<file path="src/rtl/atx_pkg.sv">
package atx_pkg;
  localparam int SAMPLE_W = 20;
  localparam int WORD_W   = 32;
  localparam int CTRL_W   = 6;

  // width code field, bits [4:3] of the control word
  typedef enum logic [1:0] {
    WCODE_16 = 2'd0,
    WCODE_18 = 2'd1,
    WCODE_20 = 2'd2,
    WCODE_12 = 2'd3
  } width_code_e;

  // packed: first member is the most significant bit (bit 5)
  typedef struct packed {
    logic        pack_req;   // bit 5
    width_code_e width;      // bits [4:3]
    logic        slot_r_en;  // bit 2
    logic        slot_l_en;  // bit 1
    logic        tx_en;      // bit 0
  } tx_ctrl_t;

  typedef struct packed {
    logic empty;
    logic half_empty;
    logic full;
    logic underrun;
  } tx_flags_t;
endpackage

</file>
<file path="src/rtl/atx_width_norm.sv">
module atx_width_norm
  import atx_pkg::*;
(
  input  tx_ctrl_t              ctrl,
  input  logic [WORD_W-1:0]     word,
  output logic [SAMPLE_W-1:0]   samp_first,
  output logic [SAMPLE_W-1:0]   samp_second,
  output logic                  two_samples
);
  logic [3:0]          norm_shift;
  logic [3:0]          pack_shift;
  logic                pack_allowed;
  logic [SAMPLE_W-1:0] norm_samp;
  logic [SAMPLE_W-1:0] pack_lo;
  logic [SAMPLE_W-1:0] pack_hi;

  // packing only exists for 12- and 16-bit widths
  assign pack_allowed = (ctrl.width == WCODE_16) || (ctrl.width == WCODE_12);
  assign two_samples  = ctrl.pack_req && pack_allowed;

  always_comb begin
    unique case (ctrl.width)
      WCODE_12: norm_shift = 4'd8;
      WCODE_16: norm_shift = 4'd4;
      WCODE_18: norm_shift = 4'd2;
      default:  norm_shift = 4'd0;
    endcase
    pack_shift = (ctrl.width == WCODE_12) ? 4'd8 : 4'd4;
  end

  // shifting inside a 20-bit container performs the truncation
  assign norm_samp = word[SAMPLE_W-1:0] << norm_shift;
  assign pack_lo   = SAMPLE_W'(word[15:0])  << pack_shift;
  assign pack_hi   = SAMPLE_W'(word[31:16]) << pack_shift;

  assign samp_first  = two_samples ? pack_lo : norm_samp;
  assign samp_second = pack_hi;

  always_comb begin
    AST_PACK_ONLY_NARROW: assert (!(two_samples &&
      (ctrl.width == WCODE_18 || ctrl.width == WCODE_20)));
  end
endmodule

</file>
<file path="src/rtl/atx_pair_store.sv">
module atx_pair_store
  import atx_pkg::*;
#(
  parameter int DEPTH = 8,
  localparam int AW   = $clog2(DEPTH),
  localparam int HD   = DEPTH / 2,
  localparam int HAW  = AW - 1
)(
  input  logic                clk,
  input  logic                wr_en,
  input  logic                wr_two,
  input  logic [AW-1:0]       wr_ptr,
  input  logic [SAMPLE_W-1:0] wr_first,
  input  logic [SAMPLE_W-1:0] wr_second,
  input  logic [HAW-1:0]      rd_row,
  output logic [SAMPLE_W-1:0] rd_left,
  output logic [SAMPLE_W-1:0] rd_right
);
  // even entries live in bank 0, odd entries in bank 1; every bank
  // takes at most one write per cycle, so each infers a simple RAM
  logic [AW-1:0]  next_ptr;
  logic [HAW-1:0] row_first;
  logic [HAW-1:0] row_second;
  logic [1:0][SAMPLE_W-1:0] bank_rd;

  assign next_ptr   = wr_ptr + AW'(1);
  assign row_first  = wr_ptr[AW-1:1];
  assign row_second = next_ptr[AW-1:1];

  for (genvar b = 0; b < 2; b++) begin : g_bank
    logic [SAMPLE_W-1:0] mem [HD];
    logic                we;
    logic [HAW-1:0]      waddr;
    logic [SAMPLE_W-1:0] wdata;

    always_comb begin
      if (wr_ptr[0] == 1'(b)) begin
        we    = wr_en;
        waddr = row_first;
        wdata = wr_first;
      end else begin
        we    = wr_en && wr_two;
        waddr = row_second;
        wdata = wr_second;
      end
    end

    always_ff @(posedge clk) begin
      if (we) mem[waddr] <= wdata;
    end

    assign bank_rd[b] = mem[rd_row];
  end

  assign rd_left  = bank_rd[0];
  assign rd_right = bank_rd[1];
endmodule

</file>
<file path="src/rtl/atx_fill_ctrl.sv">
module atx_fill_ctrl
  import atx_pkg::*;
#(
  parameter int DEPTH = 8,
  localparam int AW   = $clog2(DEPTH),
  localparam int LW   = $clog2(DEPTH + 1),
  localparam int HAW  = AW - 1
)(
  input  logic            clk,
  input  logic            rst,
  input  logic            iface_en,
  input  logic            drain_ok,
  input  logic            wr_req,
  input  logic            wr_two,
  input  logic            pair_ready,
  output logic            push,
  output logic [AW-1:0]   wr_ptr,
  output logic [HAW-1:0]  rd_row,
  output logic [LW-1:0]   level,
  output tx_flags_t       flags,
  output logic            pair_valid
);
  localparam logic [LW-1:0] DEPTH_L = LW'(DEPTH);
  localparam logic [LW-1:0] HALF_L  = LW'(DEPTH / 2);
  localparam logic [LW-1:0] TWO_L   = LW'(2);
  localparam logic [LW:0]   DEPTH_X = (LW+1)'(DEPTH);

  logic            burst_q;
  logic            burst_d;
  logic            pop;
  logic            wr_seen;
  logic [LW:0]     level_p2;
  logic [LW-1:0]   push_n;
  logic [LW-1:0]   lvl_w;
  logic [LW-1:0]   lvl_f;
  tx_flags_t       flags_d;

  assign wr_seen  = wr_req && iface_en;
  assign level_p2 = {1'b0, level} + (LW+1)'(2);
  assign push     = wr_seen && (wr_two ? (level_p2 < DEPTH_X) : (level < DEPTH_L));
  assign push_n   = push ? (wr_two ? TWO_L : LW'(1)) : '0;

  assign pair_valid = burst_q && drain_ok && (level >= TWO_L);
  assign pop        = pair_valid && pair_ready;

  // write effect first, then drain effect, as one atomic update
  assign lvl_w = level + push_n;
  assign lvl_f = lvl_w - (pop ? TWO_L : '0);

  always_comb begin
    flags_d = flags;
    if (wr_seen) begin
      if (lvl_w != '0) begin
        flags_d.empty    = 1'b0;
        flags_d.underrun = 1'b0;
      end
      if (lvl_w >= HALF_L)  flags_d.half_empty = 1'b0;
      if (lvl_w >= DEPTH_L) flags_d.full       = 1'b1;
    end
    if (pop) begin
      flags_d.full = 1'b0;
      if (lvl_f <= HALF_L) flags_d.half_empty = 1'b1;
      if (lvl_f == '0) begin
        flags_d.empty    = 1'b1;
        flags_d.underrun = 1'b1;
      end
    end
  end

  always_comb begin
    if (!iface_en || !drain_ok) begin
      burst_d = 1'b0;
    end else if (!burst_q) begin
      burst_d = (level >= HALF_L);
    end else if (pair_valid && !pair_ready) begin
      burst_d = 1'b0;
    end else if (pop && (lvl_f < TWO_L)) begin
      burst_d = 1'b0;
    end else begin
      burst_d = 1'b1;
    end
  end

  always_ff @(posedge clk) begin
    if (rst || !iface_en) begin
      level   <= '0;
      wr_ptr  <= '0;
      rd_row  <= '0;
      burst_q <= 1'b0;
      flags   <= '{empty: 1'b1, half_empty: 1'b1, full: 1'b0, underrun: 1'b0};
    end else begin
      level   <= lvl_f;
      flags   <= flags_d;
      burst_q <= burst_d;
      if (push) wr_ptr <= wr_ptr + (wr_two ? AW'(2) : AW'(1));
      if (pop)  rd_row <= rd_row + HAW'(1);
    end
  end

  AST_LEVEL_BOUND: assert property (@(posedge clk) disable iff (rst)
    level <= DEPTH_L);
  AST_DROP_AT_DEPTH: assert property (@(posedge clk) disable iff (rst)
    (iface_en && wr_req && !wr_two && level == DEPTH_L && !pop) |=> level == DEPTH_L);
  AST_FULL_TRACKS: assert property (@(posedge clk) disable iff (rst)
    flags.full == (level == DEPTH_L));
  AST_EMPTY_TRACKS: assert property (@(posedge clk) disable iff (rst)
    flags.empty == (level == '0));
  AST_FLUSH_STATE: assert property (@(posedge clk) disable iff (rst)
    !iface_en |=> (level == '0 && flags.empty && flags.half_empty &&
                   !flags.full && !flags.underrun && !pair_valid));
  AST_REFUSE_ENDS: assert property (@(posedge clk) disable iff (rst)
    (pair_valid && !pair_ready) |=> !pair_valid);
endmodule

</file>
<file path="src/rtl/atx_sample_fifo.sv">
module atx_sample_fifo
  import atx_pkg::*;
#(
  parameter int DEPTH = 8
)(
  input  logic                         clk,
  input  logic                         rst,
  input  logic                         iface_en,
  input  logic [5:0]                   ctrl_word,
  input  logic                         wr_valid,
  input  logic [31:0]                  wr_data,
  output logic                         pair_valid,
  input  logic                         pair_ready,
  output logic [19:0]                  pair_left,
  output logic [19:0]                  pair_right,
  output logic [$clog2(DEPTH+1)-1:0]   fill_level,
  output logic                         st_empty,
  output logic                         st_half_empty,
  output logic                         st_full,
  output logic                         st_underrun
);
  localparam int AW  = $clog2(DEPTH);
  localparam int LW  = $clog2(DEPTH + 1);
  localparam int HAW = AW - 1;

  tx_ctrl_t            ctrl;
  logic                drain_ok;
  logic                two;
  logic                push;
  logic [SAMPLE_W-1:0] s_first;
  logic [SAMPLE_W-1:0] s_second;
  logic [AW-1:0]       wr_ptr;
  logic [HAW-1:0]      rd_row;
  logic [LW-1:0]       level;
  tx_flags_t           flags;

  assign ctrl     = tx_ctrl_t'(ctrl_word);
  assign drain_ok = ctrl.tx_en && (ctrl.slot_l_en || ctrl.slot_r_en);

  atx_width_norm u_norm (
    .ctrl        (ctrl),
    .word        (wr_data),
    .samp_first  (s_first),
    .samp_second (s_second),
    .two_samples (two)
  );

  atx_fill_ctrl #(.DEPTH(DEPTH)) u_ctrl (
    .clk        (clk),
    .rst        (rst),
    .iface_en   (iface_en),
    .drain_ok   (drain_ok),
    .wr_req     (wr_valid),
    .wr_two     (two),
    .pair_ready (pair_ready),
    .push       (push),
    .wr_ptr     (wr_ptr),
    .rd_row     (rd_row),
    .level      (level),
    .flags      (flags),
    .pair_valid (pair_valid)
  );

  atx_pair_store #(.DEPTH(DEPTH)) u_store (
    .clk       (clk),
    .wr_en     (push),
    .wr_two    (two),
    .wr_ptr    (wr_ptr),
    .wr_first  (s_first),
    .wr_second (s_second),
    .rd_row    (rd_row),
    .rd_left   (pair_left),
    .rd_right  (pair_right)
  );

  assign fill_level    = level;
  assign st_empty      = flags.empty;
  assign st_half_empty = flags.half_empty;
  assign st_full       = flags.full;
  assign st_underrun   = flags.underrun;

  AST_DRAIN_GATED: assert property (@(posedge clk) disable iff (rst)
    pair_valid |-> (ctrl_word[0] && (ctrl_word[1] || ctrl_word[2])));
  AST_START_AT_HALF: assert property (@(posedge clk) disable iff (rst)
    ($rose(pair_valid) && $past(drain_ok)) |-> $past(fill_level) >= LW'(DEPTH / 2));
endmodule

</file>
<file path="config.mk">
export PLATFORM = sky130hd
export DESIGN_NAME = atx_sample_fifo
export DESIGN_NICKNAME = d
export VERILOG_FILES = /design/src/rtl/atx_pkg.sv /design/src/rtl/atx_width_norm.sv /design/src/rtl/atx_pair_store.sv /design/src/rtl/atx_fill_ctrl.sv /design/src/rtl/atx_sample_fifo.sv
export SDC_FILE = /design/constraint.sdc
export NUM_CORES = 1
export LEC_CHECK = 0
export ABC_AREA = 0
export CAP_MARGIN = 5
export CORE_MARGIN = 5
export CORE_UTILIZATION = 57
export CTS_BUF_LIST = sky130_fd_sc_hd__clkbuf_16
export DETAILED_ROUTE_END_ITERATION = 8
export PLACE_DENSITY = 0.82
export SLEW_MARGIN = 0
export SYNTH_ARGS = -nofsm -noshare
export SYNTH_HDL_FRONTEND = slang
export SYNTH_SLANG_ARGS = --single-unit
export TNS_END_PERCENT = 30
</file>
<file path="constraint.sdc">
create_clock -name clk -period 5.3 [get_ports clk]
set_input_delay 1.06 -clock clk [delete_from_list [all_inputs] [get_ports clk]]
set_output_delay 1.06 -clock clk [all_outputs]
set_load 0.005 [all_outputs]
</file>
## Word-level counts from Yosys, hierarchy flattened

Memory sizes are Yosys's and may differ from the RTL's. A register that Yosys moved wholly into a read port is not among the register bits.
Index checks and enable logic that the tools add are counted.

| word-level totals | value |
|---|---|
| register bits after elaboration | 14 |
| memories kept | 2 |
| memory bits (read-only) | 0 |
| output and inout port bits | 49 |
| bits in writable memories | 160 |
| latch bits | 0 |
| bits of input ports | 43 |

| cells by class | value |
|---|---|
| $add $sub $neg | 6 |
| shift operators | 3 |
| bitwise operators | 0 |
| $mul | 0 |
| muxes and demuxes | 34 |
| order comparisons | 8 |
| equal/unequal tests | 2 |
| reduce and logical (&&, ||, !) cells | 23 |
| divide/modulo/power cells | 0 |

Memories:

| memory | words | width | rd ports | clocked after memory_dff | write ports | line | source |
|---|---|---|---|---|---|---|---|
| u_store.g_bank[0].mem | 4 | 20 | 1 | 1 | 1 | atx_pair_store.sv:31 | `logic [SAMPLE_W-1:0] mem [HD];` |
| u_store.g_bank[1].mem | 4 | 20 | 1 | 1 | 1 | atx_pair_store.sv:31 |  |

Operators with widths:

| cell | number |
|---|---|
| 20-bit 2-to-1 mux | 3 |
| 16-bit by 4-bit << shifter with 20-bit output | 2 |
| 20-bit by 4-bit << shifter with 20-bit output | 1 |
| 2-bit 2-to-1 mux | 9 |
| 1-bit 2-to-1 mux | 17 |
| 4-bit 2-to-1 mux | 4 |
| 4-bit one-hot mux with 3 select lines | 1 |
| 1-bit logical AND | 10 |
| 4-bit by 3-bit greater-or-equal comparator with 1-bit output (second input constant) | 2 |
| 4-bit by 2-bit adder with 5-bit output (second input constant) | 1 |
| 5-bit by 4-bit less-than comparator with 1-bit output (second input constant) | 1 |
| 4-bit adder | 1 |
| 4-bit by 2-bit greater-or-equal comparator with 1-bit output (second input constant) | 1 |
| 4-bit greater-or-equal comparator (second input constant) | 1 |
| 4-bit by 3-bit <= comparator with 1-bit output (second input constant) | 1 |
| 4-bit zero test | 1 |
| 1-bit logical OR | 4 |
| 4-bit by 2-bit less-than comparator with 1-bit output (second input constant) | 1 |
| 4-bit less-than comparator (second input constant) | 1 |
| 4-bit nonzero test | 1 |
| 2-bit OR reduction | 2 |
| 4-bit subtractor | 1 |
| 3-bit by 1-bit adder with 3-bit output (second input constant) | 1 |
| 3-bit adder | 1 |
| other kinds (6) | 8 |

## Depth between registers and ports, before layout

Gate-level depths: netlist (run 1).

| depth | value |
|---|---|
| depth in word-level cells | 13 |
| gate-level depth with buffers | 16 |

## Hierarchy

Synthesis (run 1) repeated with hierarchy kept, for this count alone.

| unflattened totals | value |
|---|---|
| cell total of the unflattened synthesis | 531 |
| area total of the unflattened synthesis | 8,700.8 µm² |

By module, submodules not included:

| module | times used | area each (µm²) | cells an instance | sequential area each (µm²) |
|---|---|---|---|---|
| atx_pair_store | 1 | 6,477.5 | 283 | 4,804.6 |
| atx_width_norm | 1 | 1,383.8 | 159 | 0.0 |
| atx_fill_ctrl | 1 | 832.0 | 88 | 280.3 |
| atx_sample_fifo | 1 | 7.5 | 1 | 0.0 |

## Worst setup path after synthesis (run 1)

OpenSTA, ideal clock, no wires.

| path | value |
|---|---|
| path kind | input port to flip-flop |
| start point | input ctrl_word[4] |
| end point | memory u_store.g_bank[1].mem[0][0] (enable) |
| setup slack | 0.746 ns |
| arrival | 4.106 ns |
| stages | 6 |
| path through | inv_1 > ha_1 > nor2b_4 > buf_6 > a311o_1 > nor4_1 |

| between the ends | value |
|---|---|
| cells in the longest elaborated chain, start to end | 9 |
| elaborated cells on any way between the ends | 10 |
| those cells by class | eq/ne: 1; mux: 4; reduce/logical: 5 |

Ends and longest elaborated chain:

| item | line | source |
|---|---|---|
| start: declaration | atx_sample_fifo.sv:9 | `input logic [5:0] ctrl_word,` |
| 2-bit equality test / 2-bit zero test (equally long branches) | atx_width_norm.sv:18 | `assign pack_allowed = (ctrl.width == WCODE_16) \|\| (ctrl.width == WCODE_12);` |
| 1-bit logical OR (*) | atx_width_norm.sv:18 |  |
| 1-bit logical AND (*) | atx_width_norm.sv:19 | `assign two_samples = ctrl.pack_req && pack_allowed;` |
| 1-bit 2-to-1 mux | atx_fill_ctrl.sv:40 | `assign push = wr_seen && (wr_two ? (level_p2 < DEPTH_X) : (level < DEPTH_L));` |
| 1-bit logical AND | atx_fill_ctrl.sv:40 |  |
| 1-bit logical AND | atx_pair_store.sv:42 | `we = wr_en && wr_two;` |
| 1-bit 2-to-1 mux (*) | atx_pair_store.sv:37 | `if (wr_ptr[0] == 1'(b)) begin` |
| 1-bit 2-to-1 mux (*) | atx_pair_store.sv:49 | `if (we) mem[waddr] <= wdata;` |
| 1-bit 2-to-1 mux (not written as such) (*) | atx_pair_store.sv:49 |  |
| end: declaration | atx_pair_store.sv:31 |  |

Every way passes the cells marked *; elsewhere a longest branch is shown, timed or not.

## Worst setup path after layout (run 1)

| path | value |
|---|---|
| start point | input ctrl_word[3] |
| end point | register u_ctrl.flags[3] (netlist name) |

| between the ends | value |
|---|---|
| cells in the longest elaborated chain, start to end | 12 |
| elaborated cells on any way between the ends | 16 |
| those cells by class | add/sub: 2; eq/ne: 1; mux: 7; reduce/logical: 6 |

Ends and longest elaborated chain:

| item | line | source |
|---|---|---|
| 2-bit equality test / 2-bit zero test (equally long branches) | atx_width_norm.sv:18 |  |
| 1-bit logical OR (*) | atx_width_norm.sv:18 |  |
| 1-bit logical AND (*) | atx_width_norm.sv:19 |  |
| 1-bit 2-to-1 mux | atx_fill_ctrl.sv:40 |  |
| 1-bit logical AND | atx_fill_ctrl.sv:40 |  |
| 4-bit 2-to-1 mux (*) | atx_fill_ctrl.sv:41 | `assign push_n = push ? (wr_two ? TWO_L : LW'(1)) : '0;` |
| 4-bit adder (*) | atx_fill_ctrl.sv:47 | `assign lvl_w = level + push_n;` |
| branches (longest 4 deep; another with 4-bit subtractor) | - |  |
| 4-bit 2-to-1 mux (*) | atx_fill_ctrl.sv:60 | `if (pop) begin` |

Every way passes the cells marked *.
A chain may end at the register's enable or synchronous reset.

==> results of run 1 <==
[cells by family after synthesis]
group | Yosys count
AO/OA/AOI/OAI | 118
XOR/XNOR | 3
adder cells (fa/ha/maj) | 12
buffers and inverters | 56
flip-flops | 176
multiplexers | 72
AND/OR/NAND/NOR | 124
[state kept, by name, indices dropped and copies added, names as in the netlist, named ones only]
register,flops
u_ctrl.burst_q,1
u_store.g_bank.mem,160
u_ctrl.wr_ptr,3
u_ctrl.level,4
u_ctrl.flags,4
u_ctrl.rd_row,2
[final timing paths]
kind	startpoint	to	slack, ps
max	ctrl_word[3]	u_ctrl.flags[3]$_SDFF_PP1_	980
min	u_ctrl.flags[1]$_SDFFE_PP0P_	u_ctrl.flags[1]$_SDFFE_PP0P_	510
max reg2reg	u_ctrl.wr_ptr[0]$_SDFFE_PP0N_	u_store.g_bank[1].mem[3][1]$_DFFE_PP_	2170
min reg2reg	u_ctrl.flags[1]$_SDFFE_PP0P_	u_ctrl.flags[1]$_SDFFE_PP0P_	510
[report_power, final]
group          switching [W]  internal, W  total [W]  leakage [nW]
Clock               0.000550     0.000613    0.00116         0.270
Combinational       0.000180     0.000136   0.000316          1.46
Sequential        0.00000594      0.00156    0.00156          1.56
Total               0.000736      0.00231    0.00304          3.30
[worst reg2reg max path, stage by stage (launching register included)]
cell and delay (ps):
sky130_fd_sc_hd__dfxtp_1 300, sky130_fd_sc_hd__buf_4 270, sky130_fd_sc_hd__inv_1 100, sky130_fd_sc_hd__buf_4 290, sky130_fd_sc_hd__ha_1 220, sky130_fd_sc_hd__nor4bb_1 270, sky130_fd_sc_hd__a21oi_1 90, sky130_fd_sc_hd__a2bb2oi_1 160
sky130_fd_sc_hd__nor2_1 740, sky130_fd_sc_hd__buf_4 380
[cell usage in the layout, fill, tap and decap left out, types with 8 or more instances in the layout]
master,count
sky130_fd_sc_hd__edfxtp_1,160
sky130_fd_sc_hd__mux2i_1,21
sky130_fd_sc_hd__nand2_1,34
sky130_fd_sc_hd__inv_1,17
sky130_fd_sc_hd__mux4_2,43
sky130_fd_sc_hd__clkbuf_16,17
sky130_fd_sc_hd__and2_1,13
sky130_fd_sc_hd__clkdlybuf4s50_1,91
sky130_fd_sc_hd__nor2b_1,10
sky130_fd_sc_hd__a21oi_1,31
sky130_fd_sc_hd__a221oi_1,10
sky130_fd_sc_hd__dfxtp_1,15
sky130_fd_sc_hd__o211ai_1,17
sky130_fd_sc_hd__nor2_1,26
sky130_fd_sc_hd__buf_4,16
sky130_fd_sc_hd__o21ai_0,8
sky130_fd_sc_hd__ha_1,10
[stage by stage]
| stage | utilization | cell area, µm² | worst slack, ps |
|---|---|---|---|
| after floorplan | - | 8390 | 746 |
| after global placement | 0.654 | 9460 | 726 |
| after detailed placement | 0.654 | 9460 | 589 |
| after CTS | 0.692 | 10000 | 1030 |
| after global routing | 0.693 | 10000 | 828 |
| final | 0.693 | 10000 | 976 |
[per-layer routing]
| metal | vias to the layer above | global-route usage |
|---|---|---|
| li1 | 2424 | - |
| met1 | 2701 | 0.302 |
| met2 | 236 | 0.386 |
| met3 | 25 | 0.0657 |
| met4 | 0 | 0.0691 |
| met5 | - | 0 |
[cell type report]
class | count | area, µm² | area share
Sequential cell | 176 | 5130 | 0.511
Multi-Input combinational cell | 329 | 3010 | 0.300
Timing Repair Buffer | 108 | 1040 | 0.104
Clock buffer | 17 | 425 | 0.0424
Tap cell | 184 | 230 | 0.0230
Clock inverter | 15 | 130 | 0.0130
Inverter | 19 | 71.3 | 0.00711
==> results.md, run 1 <==
| Group | Metric | Value |
|:---|:---|:---|
| outcome | Run status | complete, no violations |
| min path | Tightest Hold Check Type | reg -> reg |
| placed design | Count of input and output buffers | 91 |
| worst setup path | Critical path cell sequence | clkdlybuf4s50_1 -> inv_1 -> ha_1 -> nor2b_4 -> a311oi_2 -> nand2_1 -> fa_1 -> ha_1 -> ha_1 -> and3_1 -> mux2i_1 -> o221ai_1 |
| synthesis | Cell Area, Synth | 0.00839 mm² |
| synthesis | Synth async-reset ratio | 0 |
| clocking | CTS sink count | 176 |
| timing | Post-route setup TNS | 0 ps |
| worst setup path | FF-to-FF path depth | 9 |
| grt | Overall overflow remaining after global route | 0 |
| timing | Highest attainable clock frequency | 231 MHz |
| synthesis | Synthesized flop and latch total | 176 |
| synthesis | Share of the synthesized netlist area taken by xor and xnor gates | 0.00313 |
| clocking | Number of CTS-inserted buffers | 17 |
| timing | Slew of the pin with the lowest slew margin | 1000 ps |
| route | Detailed-route via count | 5386 |
| cells and area | Antenna fix cells | 0 |
| synthesis | Warnings from Yosys | 0 |
| worst setup path | Kind of end point of the critical path | flop |
| floorplanning | Number of core rows | 44 |
| floorplanning | Initial standard-cell utilization of the core | 0.579 |
| synthesis | Leading cell types by count after synthesis | sky130_fd_sc_hd__edfxtp_1 (160), sky130_fd_sc_hd__mux4_2 (43), sky130_fd_sc_hd__nand2_1 (34) |
| worst setup path | Startpoint type of the worst setup path | input pin |
| timing | Fin Clk Skew | 7.77 ps |
| pwr | Total power after layout | 0.00304 W |
| synthesis | Share of synthesized cell area in and, or, nand and nor gates | 0.0761 |
| floorplanning | Area of the die | 0.0172 mm² |
| route | Length of routed met2 wiring | 10100 µm |
| worst setup path | Number of buffers and inverters on the critical path | 2 |
| timing | Worst slew margin | 0.330 |
| worst setup path | Top cell by count, worst path | sky130_fd_sc_hd__ha_1 |
| pwr | Power density over the cells | 303 mW/mm² |
| timing | Max Slew Vio Count | 0 |
| worst setup path | Worst path required time | 5580 ps |
| worst setup path | Standard cell with the maximum stage delay on the critical path | sky130_fd_sc_hd__nor2b_4 |
| worst setup path | Biggest fanout along the worst timing path | 29 |
| cells and area | Share of cells above drive strength 1 | 0.169 |
| cells and area | Count of nets after finishing | 706 |
| grt | Antenna violations before repair | 0 |
| grt | Via count of the first global-routing pass | 5456 |
| synthesis | Count of flip-flops with a built-in enable after synthesis | 160 |
| synthesis | Largest family of logic cells by synthesized area | multiplexers |
| route | Vias per cell | 6.35 |
| clocking | Clock tree from TritonCTS | built |
| placed design | Gp weighted congestion | 0.918 |
| cells and area | Fill count | 967 |
| floorplanning | Core box area | 0.0145 mm² |
| worst setup path | Critical path's largest stage delay | 570 ps |
| clocking | CTS H-tree depth | 4 |
| grt | First-pass GRT wire length | 30900 µm |
| route | Total detailed-routing wirelength | 19800 µm |
| synthesis | Synth Area in Adders | 0.0197 |
| route | Routed metal-1 wirelength | 7900 µm |
| worst setup path | Arrival time at the worst endpoint | 4610 ps |
| synthesis | Share of Yosys cell area claimed by the top area cell type | 0.573 |
| clocking | Number of buffers added for setup after CTS | 0 |
| timing | Number of setup violations in the final report | 0 |
| synthesis | Average size of a mapped cell | 14.9 µm² |
| floorplanning | Chip Height | 131 µm |
| timing | Unrepaired setup endpoints after global routing | no |
| worst setup path | Crit path depth | 12 |
| grt | Total GRT Usage | 0.233 |
| synthesis | Leading post-synthesis cells by cell area | sky130_fd_sc_hd__edfxtp_1 (57%), sky130_fd_sc_hd__mux4_2 (12%), sky130_fd_sc_hd__dfxtp_1 (3.8%), sky130_fd_sc_hd__mux2i_1 (2.5%), sky130_fd_sc_hd__a21oi_1 (1.8%) |
| synthesis | Count of different cell masters after synthesis | 62 |
| synthesis | Post-Syn Instances | 561 |
| route | Residual DRC | 0 |
| pwr | Static leakage | 3.30 nW |
| synthesis | Share of synthesized area spent on multiplexers | 0.157 |
| grt | Maximum number of pins on one net before global-route repair | 44 |
| floorplanning | Die Width | 131 µm |
| synthesis | Mapped Nets | 616 |
| cells and area | Final std cells w/o fill | 848 |
| min path | Hold Path Depth | 1 |
| synthesis | Most used DFF post-synth | sky130_fd_sc_hd__edfxtp_1 |
| clocking | Count of hold buffers inserted by post-cts repair | 0 |
| timing | Minimum clock period | 4320 ps |
| pwr | Peak supply drop | 243 µV |
| clocking | Clock latency on the worst-skew pair | 420 ps |
| worst setup path | Critical path start-end classification | in -> reg |
| clocking | Number of buffers on the longest clock path | 2 |
| timing | Hold Fails Final Rpt | 0 |
| job | Max-cap violations | 0 |
| route | Number of iterations in the first detailed-routing pass | 7 |
| route | Detail Route met3 WL | 1520 µm |
| clocking | Clock input transition at the sequential cells of the worst setup and hold paths | 70 ps |
| route | Topmost layer with routed signal wires | met4 |
| synthesis | Area fraction in compound gates after synthesis | 0.100 |
| route | Number of DRC markers after the initial detailed-route iteration | 425 |
| clocking | Post-cts repair resize count | 0 |
| cells and area | Area growth from synthesis to layout | 19.6% |
| clocking | Root Buffer Master | sky130_fd_sc_hd__clkbuf_16 |
| placed design | Total instance count after detailed placement | 815 |
| synthesis | Most frequent cell after synthesis | sky130_fd_sc_hd__edfxtp_1 |
| synthesis | Portion of the post-synthesis area used by sequential elements | 0.611 |
| placed design | Post-DP HPWL | 13700 µm |
| route | Average wire per standard cell | 23.4 µm |
| timing | Final critical-path share of the clock period | 0.816 |
| synthesis | Post-synth top area cell | sky130_fd_sc_hd__edfxtp_1 |
| floorplanning | Io pins | 92 |
| worst setup path | Crit path max-delay family | adder cells |
| timing | WHS | 512 ps |
| route | Final ANT Viol Nets | 0 |
No activity file was read; power rests on OpenSTA's default activity.
==> inputs of run 2 (changes only) <==
--- a/config.mk
+++ b/config.mk
@@ -8,10 +8,10 @@
 export ABC_AREA = 0
 export CAP_MARGIN = 5
 export CORE_MARGIN = 5
-export CORE_UTILIZATION = 57
+export CORE_UTILIZATION = 51
 export CTS_BUF_LIST = sky130_fd_sc_hd__clkbuf_16
 export DETAILED_ROUTE_END_ITERATION = 8
-export PLACE_DENSITY = 0.82
+export PLACE_DENSITY = 0.77
 export SLEW_MARGIN = 0
 export SYNTH_ARGS = -nofsm -noshare
 export SYNTH_HDL_FRONTEND = slang
==> constraint.sdc (replaced) <==
create_clock -name clk -period 3.9 [get_ports clk]
set_input_delay 0.78 -clock clk [delete_from_list [all_inputs] [get_ports clk]]
set_output_delay 0.78 -clock clk [all_outputs]
set_load 0.005 [all_outputs]
==> results.md, run 2 (same netlist as run 1, synthesis figures left out) <==
| Group | Metric | Value | vs previous |
|:---|:---|:---|:---|
| worst setup path | Biggest fanout along the worst timing path | 5 | -83% |
| min path | Tightest Hold Check Type | reg -> reg |  |
| floorplanning | Die Width | 138 µm | +5.3% |
| cells and area | Antenna fix cells | 0 | unchanged |
| timing | Post-route setup TNS | 0 ps | unchanged |
| clocking | Number of buffers added for setup after CTS | 0 | unchanged |
| timing | Highest attainable clock frequency | 289 MHz |  |
| route | Average wire per standard cell | 21.0 µm | -10% |
| grt | Via count of the first global-routing pass | 5272 | -3.4% |
| clocking | Number of buffers on the longest clock path | 2 | unchanged |
| timing | Minimum clock period | 3460 ps |  |
| clocking | Count of hold buffers inserted by post-cts repair | 0 | unchanged |
| worst setup path | FF-to-FF path depth | 9 | unchanged |
| pwr | Peak supply drop | 251 µV | +3.4% |
| cells and area | Register bank with the most flops | u_store.g_bank.mem |  |
| placed design | Count of input and output buffers | 91 | unchanged |
| worst setup path | Worst setup path startpoint | ctrl_word[4] |  |
| clocking | CTS H-tree depth | 4 | unchanged |
| clocking | Clock input transition at the sequential cells of the worst setup and hold paths | 60 ps | about the same |
| floorplanning | Number of core rows | 46 | +4.5% |
| outcome | Run status | complete, no violations |  |
| cells and area | Area of the multi-input gates | 0.00301 mm² | unchanged |
| job | Max-cap violations | 0 | unchanged |
| route | Vias per cell | 6.04 | -4.9% |
| worst setup path | Kind of end point of the critical path | flop |  |
| cells and area | Area growth from synthesis to layout | 22.3% |  |
| floorplanning | Chip Height | 138 µm | +5.3% |
| cells and area | Share of cells above drive strength 1 | 0.183 | +0.0142 |
| min path | Hold Path Depth | 2 | +1 |
| clocking | Post-cts repair resize count | 0 | unchanged |
| worst setup path | Startpoint type of the worst setup path | input pin |  |
| grt | Overall overflow remaining after global route | 0 | unchanged |
| timing | Final critical-path share of the clock period | 0.888 |  |
| pwr | Static leakage | 3.42 nW | +3.7% |
| cells and area | Fill count | 1177 | +22% |
| pwr | Power density over the cells | 409 mW/mm² | +35% |
| clocking | Root Buffer Master | sky130_fd_sc_hd__clkbuf_16 |  |
| clocking | CTS sink count | 176 | unchanged |
| timing | Hold Fails Final Rpt | 0 | unchanged |
| floorplanning | Core box area | 0.0160 mm² | +11% |
| placed design | Gp weighted congestion | 0.957 | +4.3% |
| clocking | Clock tree from TritonCTS | built |  |
| worst setup path | Critical path start-end classification | in -> reg |  |
| grt | Antenna violations before repair | 0 | unchanged |
| route | Detailed-route via count | 5401 | +0.28% |
| clocking | Number of CTS-inserted buffers | 17 | unchanged |
| cells and area | Largest registers ranked by flip-flop count | u_store.g_bank.mem (160), u_ctrl.flags (4), u_ctrl.level (4) |  |
| route | Residual DRC | 0 | unchanged |
| worst setup path | Worst flop-to-flop path startpoint | u_ctrl.level[3]$_SDFF_PP0_ |  |
| timing | Fin Clk Skew | 7.03 ps | -0.734 ps |
| min path | Hold_sp | u_ctrl.flags[0]$_SDFF_PP0_ |  |
| cells and area | Flip-flop and latch area | 0.00513 mm² | about the same |
| cells and area | Leading cell type in the layout, fill and taps excluded | sky130_fd_sc_hd__edfxtp_1 |  |
| pwr | Total power after layout | 0.00419 W | +38% |
| worst setup path | Arrival time at the worst endpoint | 3750 ps | -860 ps |
| route | Number of iterations in the first detailed-routing pass | 5 | -2 |
| cells and area | Final Core Density | 0.641 | -0.0512 |
| route | Final ANT Viol Nets | 0 | unchanged |
| timing | Max Slew Vio Count | 0 | unchanged |
| worst setup path | Worst path required time | 4180 ps | -1400 ps |
| cells and area | Count of nets after finishing | 720 | +2.0% |
| timing | Number of setup violations in the final report | 0 | unchanged |
| grt | Total GRT Usage | 0.196 | -0.0366 |
| floorplanning | Area of the die | 0.0191 mm² | +11% |
| route | Number of DRC markers after the initial detailed-route iteration | 442 | +4.0% |
| timing | Worst slew margin | 0.370 | +0.0398 |
| floorplanning | Initial standard-cell utilization of the core | 0.524 | -0.0551 |
| grt | Maximum number of pins on one net before global-route repair | 41 | -6.8% |
| route | Total detailed-routing wirelength | 18800 µm | -5.4% |
| cells and area | Most frequent cells in the layout | sky130_fd_sc_hd__edfxtp_1 (160), sky130_fd_sc_hd__clkdlybuf4s50_1 (91), sky130_fd_sc_hd__mux4_2 (43), sky130_fd_sc_hd__nand2_1 (34), sky130_fd_sc_hd__a21oi_1 (31) |  |
| timing | Slew of the pin with the lowest slew margin | 945 ps | -59.7 ps |
| clocking | Clock latency on the worst-skew pair | 420 ps | about the same |
| cells and area | Max FFs per register | 160 | unchanged |
| timing | Unrepaired setup endpoints after global routing | no |  |
| placed design | Post-DP HPWL | 13100 µm | -3.8% |
| floorplanning | Io pins | 92 | unchanged |
| grt | First-pass GRT wire length | 29600 µm | -4.2% |
## run 2: path summary, 6_finish.rpt
check	end	slack, ps
max reg2reg	u_ctrl.flags[3]$_SDFF_PP1_	1260
max	u_ctrl.flags[3]$_SDFF_PP1_	440
min reg2reg	u_ctrl.flags[0]$_SDFF_PP0_	490
min	u_ctrl.flags[0]$_SDFF_PP0_	490
## run 2: final cells by class
class / count / area share
multi-input cells: 329 / 0.293
well taps: 216 / 0.0263
clock inverters: 13 / 0.00902
inverters: 19 / 0.00695
repair buffers: 122 / 0.119
clock buffers: 19 / 0.0463
flip-flops and latches: 176 / 0.500
## run 2: per-layer routing
| layer | global-route usage | wire, µm |
|---|---|---|
| met1 | 0.263 | 7720 |
| met5 | 0 | 0 |
| met4 | 0.0681 | 463 |
| met2 | 0.319 | 9290 |
| met3 | 0.0434 | 1270 |
## run 2: per-stage QoR
| stage | instances | instance area [µm²] | setup WS [ps] | hold slack [ps] |
|---|---|---|---|---|
| after CTS | 894 | 10300 | 444 | 500 |
| after global placement | 862 | 9690 | 99.8 | 478 |
| after detailed placement | 862 | 9690 | -24.5 | 488 |
| final | 894 | 10300 | 437 | 490 |
| after floorplan | 561 | 8390 | -374 | 463 |
| after global routing | 894 | 10300 | 308 | 517 |
## run 2: where the power goes
| part | internal [W] | switching [W] | total, W | leakage [nW] |
|---|---|---|---|---|
| Sequential | 0.00212 | 0.00000802 | 0.00212 | 1.56 |
| Clock | 0.000944 | 0.000677 | 0.00162 | 0.304 |
| Combinational | 0.000202 | 0.000246 | 0.000448 | 1.55 |
| Total | 0.00326 | 0.000931 | 0.00419 | 3.42 |
## run 2: critical path: stages
cell and delay [ps]:
sky130_fd_sc_hd__clkdlybuf4s50_1 480, sky130_fd_sc_hd__inv_1 60, sky130_fd_sc_hd__ha_1 340, sky130_fd_sc_hd__nor2b_4 70
sky130_fd_sc_hd__a311oi_2 300, sky130_fd_sc_hd__nand2_1 130, sky130_fd_sc_hd__fa_1 500, sky130_fd_sc_hd__ha_1 220
sky130_fd_sc_hd__ha_1 310, sky130_fd_sc_hd__and3_1 150, sky130_fd_sc_hd__mux2i_1 230, sky130_fd_sc_hd__o221ai_1 160
==> inputs of run 3 (changes only) <==
--- a/config.mk
+++ b/config.mk
@@ -7,7 +7,6 @@
 export LEC_CHECK = 0
 export ABC_AREA = 0
 export CAP_MARGIN = 5
-export CORE_MARGIN = 5
 export CORE_UTILIZATION = 51
 export CTS_BUF_LIST = sky130_fd_sc_hd__clkbuf_16
 export DETAILED_ROUTE_END_ITERATION = 8
==> results.md, run 3 (same netlist as run 1, synthesis figures left out) <==
| Group | Metric | Value | vs previous |
|:---|:---|:---|:---|
| outcome | Run status | complete, no violations |  |
| route | Vias per cell | 6.21 | +2.9% |
| cells and area | Area of the multi-input gates | 0.00301 mm² | unchanged |
| clocking | CTS sink count | 176 | unchanged |
| worst setup path | Top cell by count, worst path | sky130_fd_sc_hd__ha_1 |  |
| grt | Via count of the first global-routing pass | 5298 | +0.49% |
| clocking | Post-cts repair resize count | 0 | unchanged |
| worst setup path | Endpoint of the lowest-slack register-to-register path | u_ctrl.flags[3]$_SDFF_PP1_ |  |
| clocking | Count of hold buffers inserted by post-cts repair | 0 | unchanged |
| clocking | Number of buffers on the longest clock path | 2 | unchanged |
| worst setup path | Standard cell with the maximum stage delay on the critical path | sky130_fd_sc_hd__clkdlybuf4s50_1 |  |
| timing | Final setup margin | 329 ps | -108 ps |
| floorplanning | Core box area | 0.0159 mm² | -0.36% |
| cells and area | Register bank with the most flops | u_store.g_bank.mem |  |
| pwr | Peak supply drop | 336 µV | +34% |
| cells and area | Largest registers ranked by flip-flop count | u_store.g_bank.mem (160), u_ctrl.flags (4), u_ctrl.level (4) |  |
| worst setup path | Critical path's largest stage delay | 510 ps | about the same |
| worst setup path | Arrival time at the worst endpoint | 3860 ps | +110 ps |
| timing | Worst slew margin | 0.509 | +0.138 |
| timing | Minimum clock period | 3570 ps | +108 ps |
| clocking | Number of CTS-inserted buffers | 17 | unchanged |
| worst setup path | Flop2flop setup slack | 1160 ps | -100 ps |
| timing | Fin Clk Skew | 11.4 ps | +4.40 ps |
| route | Total detailed-routing wirelength | 19200 µm | +2.2% |
| grt | Overall overflow remaining after global route | 0 | unchanged |
| cells and area | Fill count | 1157 | -1.7% |
| timing | Number of setup violations in the final report | 0 | unchanged |
| floorplanning | Io pins | 92 | unchanged |
| placed design | Gp weighted congestion | 0.920 | -3.9% |
| cells and area | Leading cell type in the layout, fill and taps excluded | sky130_fd_sc_hd__edfxtp_1 |  |
| route | Number of DRC markers after the initial detailed-route iteration | 484 | +9.5% |
| worst setup path | Startpoint type of the worst setup path | input pin |  |
| clocking | Clock tree from TritonCTS | built |  |
| worst setup path | Worst setup path startpoint | ctrl_word[3] |  |
| worst setup path | Critical path cell sequence | clkdlybuf4s50_1 -> inv_1 -> ha_1 -> nor2b_4 -> a311oi_2 -> nand2_1 -> fa_1 -> ha_1 -> ha_1 -> and3_1 -> mux2i_1 -> o221ai_1 |  |
| floorplanning | Initial standard-cell utilization of the core | 0.526 | +0.00189 |
| placed design | Worst Setup Slack post-DPL | -103 ps | -78.1 ps |
| floorplanning | Die Width | 130 µm | -5.8% |
| cells and area | Count of nets after finishing | 716 | -0.56% |
| cells and area | Max FFs per register | 160 | unchanged |
| timing | Hold Fails Final Rpt | 0 | unchanged |
| timing | Slew of the pin with the lowest slew margin | 736 ps | -209 ps |
| grt | Maximum number of pins on one net before global-route repair | 41 | unchanged |
| worst setup path | Capturing element of the worst setup path | u_ctrl.flags[3]$_SDFF_PP1_ |  |
| floorplanning | Chip Height | 130 µm | -5.8% |
| worst setup path | Worst path required time | 4190 ps | about the same |
| min path | Hold Path Depth | 1 | -1 |
| clocking | CTS H-tree depth | 4 | unchanged |
| timing | Highest attainable clock frequency | 280 MHz | -3.0% |
| placed design | Placed cell areas | 0.00965 mm² | -0.45% |
| cells and area | Most frequent cells in the layout | sky130_fd_sc_hd__edfxtp_1 (160), sky130_fd_sc_hd__clkdlybuf4s50_1 (91), sky130_fd_sc_hd__mux4_2 (43), sky130_fd_sc_hd__nand2_1 (34), sky130_fd_sc_hd__a21oi_1 (31) |  |
| floorplanning | Number of core rows | 46 | unchanged |
| clocking | Clock latency on the worst-skew pair | 430 ps | about the same |
| worst setup path | Critical path start-end classification | in -> reg |  |
| clocking | Number of buffers added for setup after CTS | 0 | unchanged |
| floorplanning | Area of the die | 0.0170 mm² | -11% |
| worst setup path | Worst flop-to-flop path startpoint | u_ctrl.level[3]$_SDFF_PP0_ |  |
| cells and area | Final instance area | 0.0102 mm² | -0.39% |
| route | Detailed-route via count | 5531 | +2.4% |
| grt | Total GRT Usage | 0.240 | +0.0436 |
| job | Max-cap violations | 0 | unchanged |
| timing | Max Slew Vio Count | 0 | unchanged |
| timing | Final critical-path share of the clock period | 0.916 | +0.0277 |
| grt | Antenna violations before repair | 0 | unchanged |
| worst setup path | Kind of end point of the critical path | flop |  |
| route | Average wire per standard cell | 21.5 µm | +2.7% |
| cells and area | Flip-flop and latch area | 0.00513 mm² | about the same |
| clocking | Root Buffer Master | sky130_fd_sc_hd__clkbuf_16 |  |
| route | Residual DRC | 0 | unchanged |
| placed design | Count of input and output buffers | 91 | unchanged |
| pwr | Total power after layout | 0.00419 W | about the same |
| pwr | Static leakage | 3.38 nW | -1.1% |
| route | Number of iterations in the first detailed-routing pass | 5 | unchanged |
| cells and area | Antenna fix cells | 0 | unchanged |
| clocking | Clock input transition at the sequential cells of the worst setup and hold paths | 70 ps | about the same |
| route | Final ANT Viol Nets | 0 | unchanged |
| placed design | Post-DP HPWL | 12900 µm | -2.2% |
| timing | WHS | 521 ps | +30.9 ps |
| timing | Unrepaired setup endpoints after global routing | no |  |
| cells and area | Area growth from synthesis to layout | 21.9% |  |
| pwr | Power density over the cells | 410 mW/mm² | +0.38% |
| cells and area | Share of cells above drive strength 1 | 0.177 | -0.00633 |
| worst setup path | FF-to-FF path depth | 9 | unchanged |
| min path | Tightest Hold Check Type | reg -> reg |  |
| worst setup path | Biggest fanout along the worst timing path | 4 | -1 |
| grt | First-pass GRT wire length | 29400 µm | -0.77% |
## run 3: layout make-up
cell class	count	share of cell area
Clock buffer	20	0.0490
Inverter	19	0.00698
Sequential cell	176	0.502
Multi-Input combinational cell	329	0.294
Tap cell	216	0.0264
Timing Repair Buffer	118	0.115
Clock inverter	12	0.00698
## run 3: critical path: cells and delay by family
family                     cells  cell delay [ps]
buffers and inverters          2              570
adders and majority gates      4             1390
AOI/OAI and AO/OA              2              460
muxes                          1              280
and+or+nand+nor                3              380
## run 3: report_power, final
group / switching [W] / internal (W)
clock network: 0.000701 / 0.000925
logic: 0.000247 / 0.000196
registers: 0.00000789 / 0.00212
## run 3: layer usage
metal	vias up	GRT usage	wire length (µm)
met3	33	0.0549	1320
met1	2789	0.310	7750
met2	266	0.403	9670
li1	2443	-	-
met4	0	0.0739	421
met5	-	0	0
## run 3: how the worst min path moves through the flow
stage,startpoint,end,slack (ps)
6_report,u_ctrl.flags[1]$_SDFFE_PP0P_,u_ctrl.flags[1]$_SDFFE_PP0P_,520
5_1_grt,u_ctrl.flags[0]$_SDFF_PP0_,u_ctrl.flags[0]$_SDFF_PP0_,520
4_1_cts,u_ctrl.flags[0]$_SDFF_PP0_,u_ctrl.flags[0]$_SDFF_PP0_,510
3_5_place_dp,u_ctrl.flags[0]$_SDFF_PP0_,u_ctrl.flags[0]$_SDFF_PP0_,490
3_3_place_gp,u_ctrl.flags[0]$_SDFF_PP0_,u_ctrl.flags[0]$_SDFF_PP0_,470
2_1_floorplan,u_ctrl.flags[0]$_SDFF_PP0_,u_ctrl.flags[0]$_SDFF_PP0_,460
## run 3: through the flow
step,TNS (ps),utilization,instances
2_1_floorplan,-14950,-,561
3_3_place_gp,0,0.605,858
3_5_place_dp,-142,0.605,858
4_1_cts,0,0.641,890
5_1_grt,0,0.641,890
6_report,0,0.641,890
